## config.mk

```make
export PLATFORM = sky130hd
export DESIGN_NAME = wake_evt_ctrl
export DESIGN_NICKNAME = d
export VERILOG_FILES = /design/src/rtl/wake_pkg.sv /design/src/rtl/wake_edge_det.sv /design/src/rtl/wake_sts_bank.sv /design/src/rtl/wake_global.sv /design/src/rtl/wake_evt_ctrl.sv
export SDC_FILE = /design/constraint.sdc
export NUM_CORES = 1
export LEC_CHECK = 0
export BUFFER_PORTS_ARGS = -buffer_cell sky130_fd_sc_hd__clkbuf_2
export CAP_MARGIN = 10
export CORE_MARGIN = 3
export CORE_UTILIZATION = 35
export DETAILED_ROUTE_END_ITERATION = 10
export GPL_TIMING_DRIVEN = 1
export SLEW_MARGIN = 20
export SYNTH_ARGS = -nofsm -noshare
export SYNTH_HDL_FRONTEND = slang
export SYNTH_SLANG_ARGS = --single-unit
```

## constraint.sdc

```tcl
create_clock -name clk -period 1.85 [get_ports clk]
set_input_delay 0.37 -clock clk [delete_from_list [all_inputs] [get_ports clk]]
set_output_delay 0.37 -clock clk [all_outputs]
set_load 0.02 [all_outputs]
```

## src/rtl/wake_pkg.sv

```systemverilog
package wake_pkg;
  localparam int BYTE_W   = 8;
  localparam int ADDR_W   = 8;
  localparam int N_BANK   = 2;
  localparam int STS_BASE = 12;  // 0x0C
  // Derived layout: status banks, then enable banks, then global status, then global enable.
  function automatic int en_base(input int sts_base, input int nbank);
    return sts_base + nbank;
  endfunction
  function automatic int gsts_ofs(input int sts_base, input int nbank);
    return sts_base + 2 * nbank;
  endfunction
  function automatic int gen_ofs(input int sts_base, input int nbank);
    return sts_base + 2 * nbank + 1;
  endfunction
endpackage

```

## src/rtl/wake_edge_det.sv

```systemverilog
module wake_edge_det #(
  parameter int W = 16
) (
  input  logic         clk,
  input  logic         rst_n,
  input  logic [W-1:0] src,
  output logic [W-1:0] rise
);
  logic [W-1:0] hist_q;

  for (genvar i = 0; i < W; i++) begin : g_bit
    always_ff @(posedge clk) begin
      if (!rst_n) hist_q[i] <= 1'b0;
      else        hist_q[i] <= src[i];
    end
    assign rise[i] = src[i] & ~hist_q[i];
  end
endmodule

```

## src/rtl/wake_sts_bank.sv

```systemverilog
module wake_sts_bank #(
  parameter int BW      = 8,
  parameter int AW      = 8,
  parameter int STS_OFS = 12,
  parameter int EN_OFS  = 14
) (
  input  logic          clk,
  input  logic          rst_n,
  input  logic          wr,
  input  logic [AW-1:0] addr,
  input  logic [BW-1:0] wdata,
  input  logic [BW-1:0] rise,
  output logic [BW-1:0] sts,
  output logic [BW-1:0] en,
  output logic          pend
);
  localparam logic [AW-1:0] STS_A = AW'(STS_OFS);
  localparam logic [AW-1:0] EN_A  = AW'(EN_OFS);

  logic          sts_hit;
  logic          en_hit;
  logic [BW-1:0] clr_mask;

  assign sts_hit  = wr && (addr == STS_A);
  assign en_hit   = wr && (addr == EN_A);
  assign clr_mask = sts_hit ? wdata : '0;

  always_ff @(posedge clk) begin
    if (!rst_n) begin
      sts <= '0;
      en  <= '0;
    end else begin
      // a fresh edge outranks a simultaneous clear
      sts <= (sts & ~clr_mask) | rise;
      if (en_hit) en <= wdata;
    end
  end

  assign pend = |(sts & en);
endmodule

```

## src/rtl/wake_global.sv

```systemverilog
module wake_global #(
  parameter int AW       = 8,
  parameter int BW       = 8,
  parameter int GSTS_OFS = 16,
  parameter int GEN_OFS  = 17
) (
  input  logic          clk,
  input  logic          rst_n,
  input  logic          wr,
  input  logic [AW-1:0] addr,
  input  logic [BW-1:0] wdata,
  input  logic          pend_any,
  output logic          gs,
  output logic          ge,
  output logic          evt_n
);
  localparam logic [AW-1:0] GSTS_A = AW'(GSTS_OFS);
  localparam logic [AW-1:0] GEN_A  = AW'(GEN_OFS);

  logic gs_clr;
  assign gs_clr = wr && (addr == GSTS_A) && wdata[0];

  always_ff @(posedge clk) begin
    if (!rst_n) begin
      gs <= 1'b0;
      ge <= 1'b0;
    end else begin
      gs <= pend_any | (gs & ~gs_clr);
      if (wr && addr == GEN_A) ge <= wdata[0];
    end
  end

  assign evt_n = ~(ge & gs);
endmodule

```

## src/rtl/wake_evt_ctrl.sv

```systemverilog
module wake_evt_ctrl
  import wake_pkg::*;
#(
  parameter int NBANK = N_BANK,
  parameter int BW    = BYTE_W,
  parameter int AW    = ADDR_W,
  parameter int SBASE = STS_BASE
) (
  input  logic                clk,
  input  logic                rst_n,
  input  logic [NBANK*BW-1:0] src_in,
  input  logic [AW-1:0]       reg_addr,
  input  logic                reg_wr,
  input  logic [BW-1:0]       reg_wdata,
  output logic [BW-1:0]       reg_rdata,
  output logic                evt_n
);
  localparam int NSRC  = NBANK * BW;
  localparam int EBASE = en_base(SBASE, NBANK);
  localparam int GSOFS = gsts_ofs(SBASE, NBANK);
  localparam int GEOFS = gen_ofs(SBASE, NBANK);

  logic [NSRC-1:0]  rise_all;
  logic [NSRC-1:0]  sts_all;
  logic [NSRC-1:0]  en_all;
  logic [NBANK-1:0] pend_bank;
  logic             pend_any;
  logic             gs_q;
  logic             ge_q;

  wake_edge_det #(.W(NSRC)) u_edge (
    .clk  (clk),
    .rst_n(rst_n),
    .src  (src_in),
    .rise (rise_all)
  );

  for (genvar b = 0; b < NBANK; b++) begin : g_bank
    wake_sts_bank #(
      .BW     (BW),
      .AW     (AW),
      .STS_OFS(SBASE + b),
      .EN_OFS (EBASE + b)
    ) u_bank (
      .clk  (clk),
      .rst_n(rst_n),
      .wr   (reg_wr),
      .addr (reg_addr),
      .wdata(reg_wdata),
      .rise (rise_all[b*BW +: BW]),
      .sts  (sts_all[b*BW +: BW]),
      .en   (en_all[b*BW +: BW]),
      .pend (pend_bank[b])
    );
  end

  assign pend_any = |pend_bank;

  wake_global #(
    .AW      (AW),
    .BW      (BW),
    .GSTS_OFS(GSOFS),
    .GEN_OFS (GEOFS)
  ) u_glob (
    .clk     (clk),
    .rst_n   (rst_n),
    .wr      (reg_wr),
    .addr    (reg_addr),
    .wdata   (reg_wdata),
    .pend_any(pend_any),
    .gs      (gs_q),
    .ge      (ge_q),
    .evt_n   (evt_n)
  );

  always_comb begin
    reg_rdata = '0;
    for (int b = 0; b < NBANK; b++) begin
      if (reg_addr == AW'(SBASE + b)) reg_rdata = sts_all[b*BW +: BW];
      if (reg_addr == AW'(EBASE + b)) reg_rdata = en_all[b*BW +: BW];
    end
    if (reg_addr == AW'(GSOFS)) reg_rdata = {{(BW-1){1'b0}}, gs_q};
    if (reg_addr == AW'(GEOFS)) reg_rdata = {{(BW-1){1'b0}}, ge_q};
  end
endmodule

```

==> results of run 1 <==
==> timing repair <==
item,4_1_cts,5_1_grt
buffers inserted,1,3
cloned,1,0
gates resized for setup,8,37
pin swaps,0,1
endpoints found under the setup margin,6,8
==> final timing paths <==
path                       endpoint  slack (ns)  cells after the start
min                u_edge.hist_q[7]        0.27                      2
min reg2reg  g_bank[1].u_bank.en[7]        0.48                      2
max                    reg_rdata[6]        0.01                      5
max reg2reg               u_glob.gs        0.48                      5
==> routing by layer <==
metal / part of all wire / vias up
met5: 0 / -
met4: 0.021 / 0
met3: 0.071 / 11
met2: 0.44 / 60
met1: 0.47 / 829
li1: - / 902
==> worst reg2reg max path: cells and delay by family, from the launching register on <==
family                 cells  cell delay [ns]
flip-flops                 1             0.34
buffers and inverters      1             0.13
AND/OR/NAND/NOR            1             0.23
AO/OA/AOI/OAI              3             0.55
==> flip-flops by register name, indices dropped and copies added, names as in the netlist <==
register           cells
g_bank.u_bank.en      16
g_bank.u_bank.sts     16
u_edge.hist_q         16
u_glob.ge              1
u_glob.gs              1
==> cells in the mapped netlist, types with 2 or more instances <==
cell type	instances	area, sq um
a21boi_0	15	113
a21boi_1	2	15.0
a221oi_1	4	35.0
a22o_1	4	35.0
and2_1	17	106
and3_1	7	43.8
buf_6	3	33.8
clkbuf_1	5	18.8
dfxtp_1	50	1000
mux2i_1	2	20.0
mux4_2	8	180
nand2_1	18	67.6
nand2b_1	10	62.6
nand3_1	18	90.1
nand4_1	2	12.5
nor2b_1	9	56.3
o21a_1	7	52.6
o21ai_0	27	135
==> cell families after synthesis <==
| kind of cell | Yosys count | share of synthesized area |
|---|---|---|
| compound gates | 59 | 0.174 |
| buf+inv | 12 | 0.0333 |
| flops | 50 | 0.451 |
| mux | 10 | 0.0902 |
| simple gates | 89 | 0.252 |
==> cell type report <==
| cell class | instances | area, sq um |
|---|---|---|
| Sequential cell | 50 | 1010 |
| Multi-Input combinational cell | 158 | 1180 |
| Clock inverter | 3 | 43.8 |
| Clock buffer | 5 | 68.8 |
| Timing Repair Buffer | 57 | 417 |
| Tap cell | 75 | 93.8 |
| Fill cell | 592 | 3200 |
==> power breakdown <==
| group | internal, uW | switching (uW) | leakage, uW |
|---|---|---|---|
| Combinational | 124 | 107 | 0.000674 |
| Clock | 405 | 366 | 0.0000585 |
| Sequential | 1120 | 27.6 | 0.000416 |
==> layout by cell type, fill, tap and decap left out, drive strengths merged, types with 4 or more instances in the layout <==
cell | synthesis | final
a21boi | 17 | 17
a221oi | 4 | 4
a22o | 4 | 4
and2 | 17 | 17
and3 | 7 | 7
buf | 6 | 22
clkbuf | 6 | 40
dfxtp | 50 | 50
mux4 | 8 | 8
nand2 | 18 | 18
nand2b | 10 | 10
nand3 | 18 | 18
nor2b | 9 | 9
o21a | 7 | 7
o21ai | 27 | 27
==> through the flow <==
| stage | setup TNS [ns] | worst slack [ns] | hold WS [ns] |
|---|---|---|---|
| 2_1_floorplan | 0 | 0.126 | 0.459 |
| 3_3_place_gp | 0 | 0.00129 | 0.477 |
| 3_5_place_dp | -0.0173 | -0.00574 | 0.482 |
| 4_1_cts | 0 | 0.00130 | 0.263 |
| 5_1_grt | -0.00798 | -0.00798 | 0.274 |
| 6_report | 0 | 0.0120 | 0.272 |
==> impl_metrics.env, run 1 <==
export IMPL_run_status="completed"
export IMPL_synth_cell_types=30
export IMPL_drt_iter0_drc=94
export IMPL_ys_flop_type="dfxtp_1"
export IMPL_num_io_pins=44
export IMPL_cp_start_kind="input pin"
export IMPL_grt_busiest_layer="met2"
export IMPL_endpoint_kind="output port"
export IMPL_placed_cells=335
export IMPL_cts_max_level=2
export IMPL_starting_density_of_the_core=0.368
export IMPL_timing_rr_start="g_bank[0].u_bank.sts[4]"
export IMPL_part_of_the_yosys_area_used_for_sequential_elements=0.451
export IMPL_stdcell_area_sq_um=2820
export IMPL_syn_instance_count=220
export IMPL_postPlaceCellArea_sq_um=2550
export IMPL_drt_drc_violations_left=0
export IMPL_tightestPinTransition_ns=0.325
export IMPL_max_cap_violations=0
export IMPL_gr_usage_all_layers=0.154
export IMPL_clock_skew_final_ns=0.00588
export IMPL_cts_sink_count=50
export IMPL_critPathMaxStageDelay_ns=0.51
export IMPL_synth_cell_area_sq_um=2220
export IMPL_synth_ff_latch_count=50
export IMPL_worstPathMaxFanout=6
export IMPL_layout_core_utilization=0.468
export IMPL_setup_worst_path_start="reg_addr[0]"
export IMPL_initial_antenna_violation_count=0
export IMPL_power_leakage_uw=0.00115
export IMPL_p_total_uw=2150
export IMPL_post_route_min_period_ns=1.84
export IMPL_vertical_die_dimension_microns=85.6
export IMPL_synth_enable_flop_cells=0
export IMPL_cts_reportedPaths_clkPinSlew_ns=0.09
export IMPL_worstSkewPairLatency_ns=0.30
export IMPL_cells_traversed_along_the_worst_timing_path="clkbuf_8, buf_12, mux4_2, and3_4, buf_6"
export IMPL_crit_buf_inv=3
export IMPL_fp_row_count=28
export IMPL_drtPass1Iterations=4
export IMPL_n_antenna_cell=0
export IMPL_grt_overflow_total=0
export IMPL_detailroute_via_count=1802
export IMPL_post_synth_cell_area_avg_sq_um=10.1
export IMPL_place_port_buffers=43
export IMPL_die_area_sq_um=7330
export IMPL_hpwlAfterDp_mm=3.63
export IMPL_global_route_usage_met1=0.216
export IMPL_power_per_cell_area_nw_per_um2=763
export IMPL_finalHoldViolations=0
export IMPL_grt_first_pass_wirelength_mm=8.79
export IMPL_hold_path_startpoint="src_in[7]"
export IMPL_clk_root_buffer_cell="clkbuf_8"
export IMPL_wirelength_mm=5.24
export IMPL_die_boundary_width_microns=85.6
export IMPL_worstPathRequired_ns=1.48
export IMPL_report_final_setup_viol=0
export IMPL_grt_util_met3=0.0423
export IMPL_critical_path_top_delay_family="multiplexers"
export IMPL_numCtsBuffers=5
export IMPL_min_period_over_period=0.994
export IMPL_cts_hold_fix_buffers=0
export IMPL_path_class="input pin to output port"
export IMPL_synth_yosys_warnings=0
export IMPL_core_region_area_sq_um=6030
export IMPL_grt_start_max_net_pins=59
export IMPL_fmax_mhz=544
export IMPL_drive_above_1_share=0.359
export IMPL_cts_tree="built"
export IMPL_met2_use_gr=0.226
export IMPL_wl_per_cell_microns=15.0
export IMPL_finalWeightedCongestion=0.819
export IMPL_final_cell_count_no_fill=348
export IMPL_finalNetCount=307
export IMPL_vdd_ir_drop_max_uv=480
export IMPL_number_of_max_slew_violations_in_the_final_report=0
export IMPL_clock_tree_buffer_depth=2
export IMPL_detail_route_antenna_nets=0
export IMPL_max_slew_margin=0.783
export IMPL_async_flop_share=0
export IMPL_holdCritPathClass="input pin to flop"
export IMPL_postSynthNetCount=255
export IMPL_synthToLayoutAreaGrowth_pct=27.2
export IMPL_timing_critical_path_slowest_stage_cell="mux4_2"
export IMPL_vias_per_cell=5.18
export IMPL_cp_arrival_ns=1.47
export IMPL_number_of_global_route_vias_before_repair=1747
No activity file was read; power rests on OpenSTA's default activity.
==> run 2, diff against run 1 <==
--- a/config.mk
+++ b/config.mk
@@ -5,6 +5,7 @@
 export SDC_FILE = /design/constraint.sdc
 export NUM_CORES = 1
 export LEC_CHECK = 0
+export ABC_AREA = 1
 export BUFFER_PORTS_ARGS = -buffer_cell sky130_fd_sc_hd__clkbuf_2
 export CAP_MARGIN = 10
 export CORE_MARGIN = 3
==> run 2 against run 1 <==
Net effect: clock power is 23% lower; register-to-register slack better by 0.39 ns; clock skew down 0.0012 ns; maximum frequency is 2.2% higher; sequential power about the same; die area grew 7.6%; worst setup slack better by 0.040 ns; utilization fell by 0.55 points; clock-buffer cell count up 2; final cell count grew 40%; cell area increased by 6.5%; critical endpoint is now reg_rdata[5]; highest routed layer unchanged.
==> impl_metrics.env, run 2 <==
export IMPL_run_status="completed"
export IMPL_r2r_slack_ns=0.87
export IMPL_drt_iter0_drc=153
export IMPL_fmax_mhz=556
export IMPL_syn_instance_count=349
export IMPL_holdCritPathClass="input pin to flop"
export IMPL_reg2regPathDepth=6
export IMPL_crit_buf_inv=3
export IMPL_worst_hold_path_endpoint="u_edge.hist_q[9]"
export IMPL_drive_above_1_share=0.261
export IMPL_wirelength_mm=6.28
export IMPL_p_total_uw=1990
export IMPL_number_of_global_route_vias_before_repair=2320
export IMPL_largest_area_contributor_in_the_synthesized_netlist="dfxtp_1"
export IMPL_met3WireLength_microns=273
export IMPL_n_antenna_cell=0
export IMPL_layout_common_cells="nand2_1, nand3_1, dfxtp_1, clkbuf_2, inv_1"
export IMPL_die_boundary_width_microns=88.8
export IMPL_num_io_pins=44
export IMPL_synth_top_cells_by_count="nand2_1, nand3_1, dfxtp_1"
export IMPL_initial_antenna_violation_count=0
export IMPL_cells_traversed_along_the_worst_timing_path="buf_6, nor2_4, nand2_4, buf_6, nor3_4, nand2_1, nand2_1, nand2_1, buf_6"
export IMPL_vdd_ir_drop_max_uv=326
export IMPL_wl_per_cell_microns=12.9
export IMPL_grt_first_pass_wirelength_mm=10.4
export IMPL_clock_tree_buffer_depth=2
export IMPL_postSynthNetCount=384
export IMPL_synth_yosys_warnings=0
export IMPL_nFillCells=675
export IMPL_vertical_die_dimension_microns=88.8
export IMPL_path_class="input pin to output port"
export IMPL_ys_flop_type="dfxtp_1"
export IMPL_max_cap_violations=0
export IMPL_drt_drc_violations_left=0
export IMPL_worstPathMaxFanout=4
export IMPL_numCtsBuffers=5
export IMPL_multi_input_area_sq_um=1260
export IMPL_cp_start_kind="input pin"
export IMPL_number_of_max_slew_violations_in_the_final_report=0
export IMPL_critPathMaxStageDelay_ns=0.26
export IMPL_grt_start_max_net_pins=24
export IMPL_report_final_setup_viol=0
export IMPL_critical_path_reg2reg_endpoint="u_glob.gs"
export IMPL_synth_enable_flop_cells=0
export IMPL_layout_area_seq_sq_um=1000
export IMPL_routedLengthMet1_mm=2.90
export IMPL_min_period_over_period=0.972
export IMPL_synth_cell_types=27
export IMPL_finalNetCount=445
export IMPL_hold_worst_slack_ns=0.257
export IMPL_power_per_cell_area_nw_per_um2=660
export IMPL_async_flop_share=0
export IMPL_cts_hold_fix_buffers=0
export IMPL_timing_critical_path_slowest_stage_cell="nor3_4"
export IMPL_post_synth_cell_area_avg_sq_um=6.88
export IMPL_cts_tree="built"
export IMPL_cp_arrival_ns=1.43
export IMPL_fp_row_count=29
export IMPL_grt_overflow_total=0
export IMPL_detailroute_via_count=2344
export IMPL_detail_route_antenna_nets=0
export IMPL_starting_density_of_the_core=0.370
export IMPL_synth_top_area_share=0.417
export IMPL_whs_path_depth=3
export IMPL_die_area_sq_um=7890
export IMPL_post_route_min_period_ns=1.80
export IMPL_worstPathRequired_ns=1.48
export IMPL_gr_usage_all_layers=0.169
export IMPL_routed_wl_met2_mm=2.98
export IMPL_tightestPinTransition_ns=0.519
export IMPL_part_of_the_yosys_area_used_for_sequential_elements=0.417
export IMPL_cts_max_level=2
export IMPL_clk_root_buffer_cell="clkbuf_8"
export IMPL_routed_top_layer="met4"
export IMPL_final_common_cell="nand2_1"
export IMPL_synthToLayoutAreaGrowth_pct=25.2
export IMPL_hold_path_startpoint="src_in[9]"
export IMPL_synthTopCellsByArea="dfxtp_1, nand2_1, nand3_1"
export IMPL_power_leakage_uw=0.00152
export IMPL_cts_reportedPaths_clkPinSlew_ns=0.09
export IMPL_place_port_buffers=43
export IMPL_drtPass1Iterations=4
export IMPL_cts_sink_count=50
export IMPL_detailedPlace_worstSlack_ns=-0.0162
export IMPL_vias_per_cell=4.81
export IMPL_critical_path_top_delay_family="simple AND/OR/NAND/NOR gates"
export IMPL_synth_cell_area_sq_um=2400
export IMPL_synth_ff_latch_count=50
export IMPL_timing_final_ws_setup_ns=0.0516
export IMPL_hpwlAfterDp_mm=4.72
export IMPL_finalHoldViolations=0
export IMPL_worstSkewPairLatency_ns=0.29
export IMPL_endpoint_kind="output port"
export IMPL_max_slew_margin=0.654
export IMPL_finalWeightedCongestion=0.852
export IMPL_clock_skew_final_ns=0.00465
export IMPL_post_synth_top_count_cell="nand2_1"
export IMPL_timing_rr_start="g_bank[1].u_bank.sts[7]"
export IMPL_core_region_area_sq_um=6490
export IMPL_largest_registers_ranked_by_flip_flop_count="g_bank.u_bank.en x16, g_bank.u_bank.sts x16, u_edge.hist_q x16"
## run 2: cell families (layout without fill, tap and decap cells)
logic type,after synthesis,count (layout),share of synthesized area
AOI/OAI and AO/OA,28,28,0.0635
buffers and inverters,45,106,0.0766
DFF,50,50,0.417
and+or+nand+nor,226,226,0.443
## run 2: worst min-delay path, delay by kind of cell
family | cells | cell delay (ns)
and+or+nand+nor | 1 | 0.04
buffers and inverters | 2 | 0.11
## run 2: layout make-up
type | instances | area share
repair buffers | 64 | 0.146
flip-flops and latches | 50 | 0.333
multi-input cells | 254 | 0.418
clock buffers | 7 | 0.0254
inverters | 35 | 0.0454
well taps | 77 | 0.0320
## run 2: power by group
part | switching, uW | internal [uW]
combinational | 131 | 94.2
clock | 335 | 261
sequential | 34.9 | 1130
total | 501 | 1480
## run 2: what timing repair did
item / 4_1_cts / 5_1_grt
setup endpoints to repair: 3 / 8
pin swaps: 1 / 15
resized for setup: 3 / 35
setup buffers: 1 / 4
## run 2: metrics by stage
| stage | setup TNS, ns | utilization | cells | cell area, sq um |
|---|---|---|---|---|
| global placement | 0 | 0.431 | 475 | 2800 |
| floorplan | 0 | - | 349 | 2400 |
| CTS | 0 | 0.445 | 483 | 2890 |
| detailed placement | -0.0166 | 0.431 | 475 | 2800 |
| finish | 0 | 0.463 | 487 | 3010 |
| global route | -0.0277 | 0.463 | 487 | 3010 |
## run 2: worst max path at each step
stage / cells past startpoint / start / to
2_1_floorplan: 8 / reg_addr[1] / reg_rdata[2]
3_3_place_gp: 9 / reg_addr[7] / reg_rdata[5]
3_5_place_dp: 9 / reg_addr[1] / reg_rdata[2]
4_1_cts: 10 / reg_addr[3] / reg_rdata[2]
5_1_grt: 9 / reg_addr[4] / reg_rdata[5]
6_report: 9 / reg_addr[4] / reg_rdata[5]
## run 2: metal layers
layer | vias to the layer above | GRT usage
li1 | 1231 | -
met1 | 1044 | 0.218
met2 | 57 | 0.285
met3 | 12 | 0.0279
met4 | 0 | 0.0563
met5 | - | 0
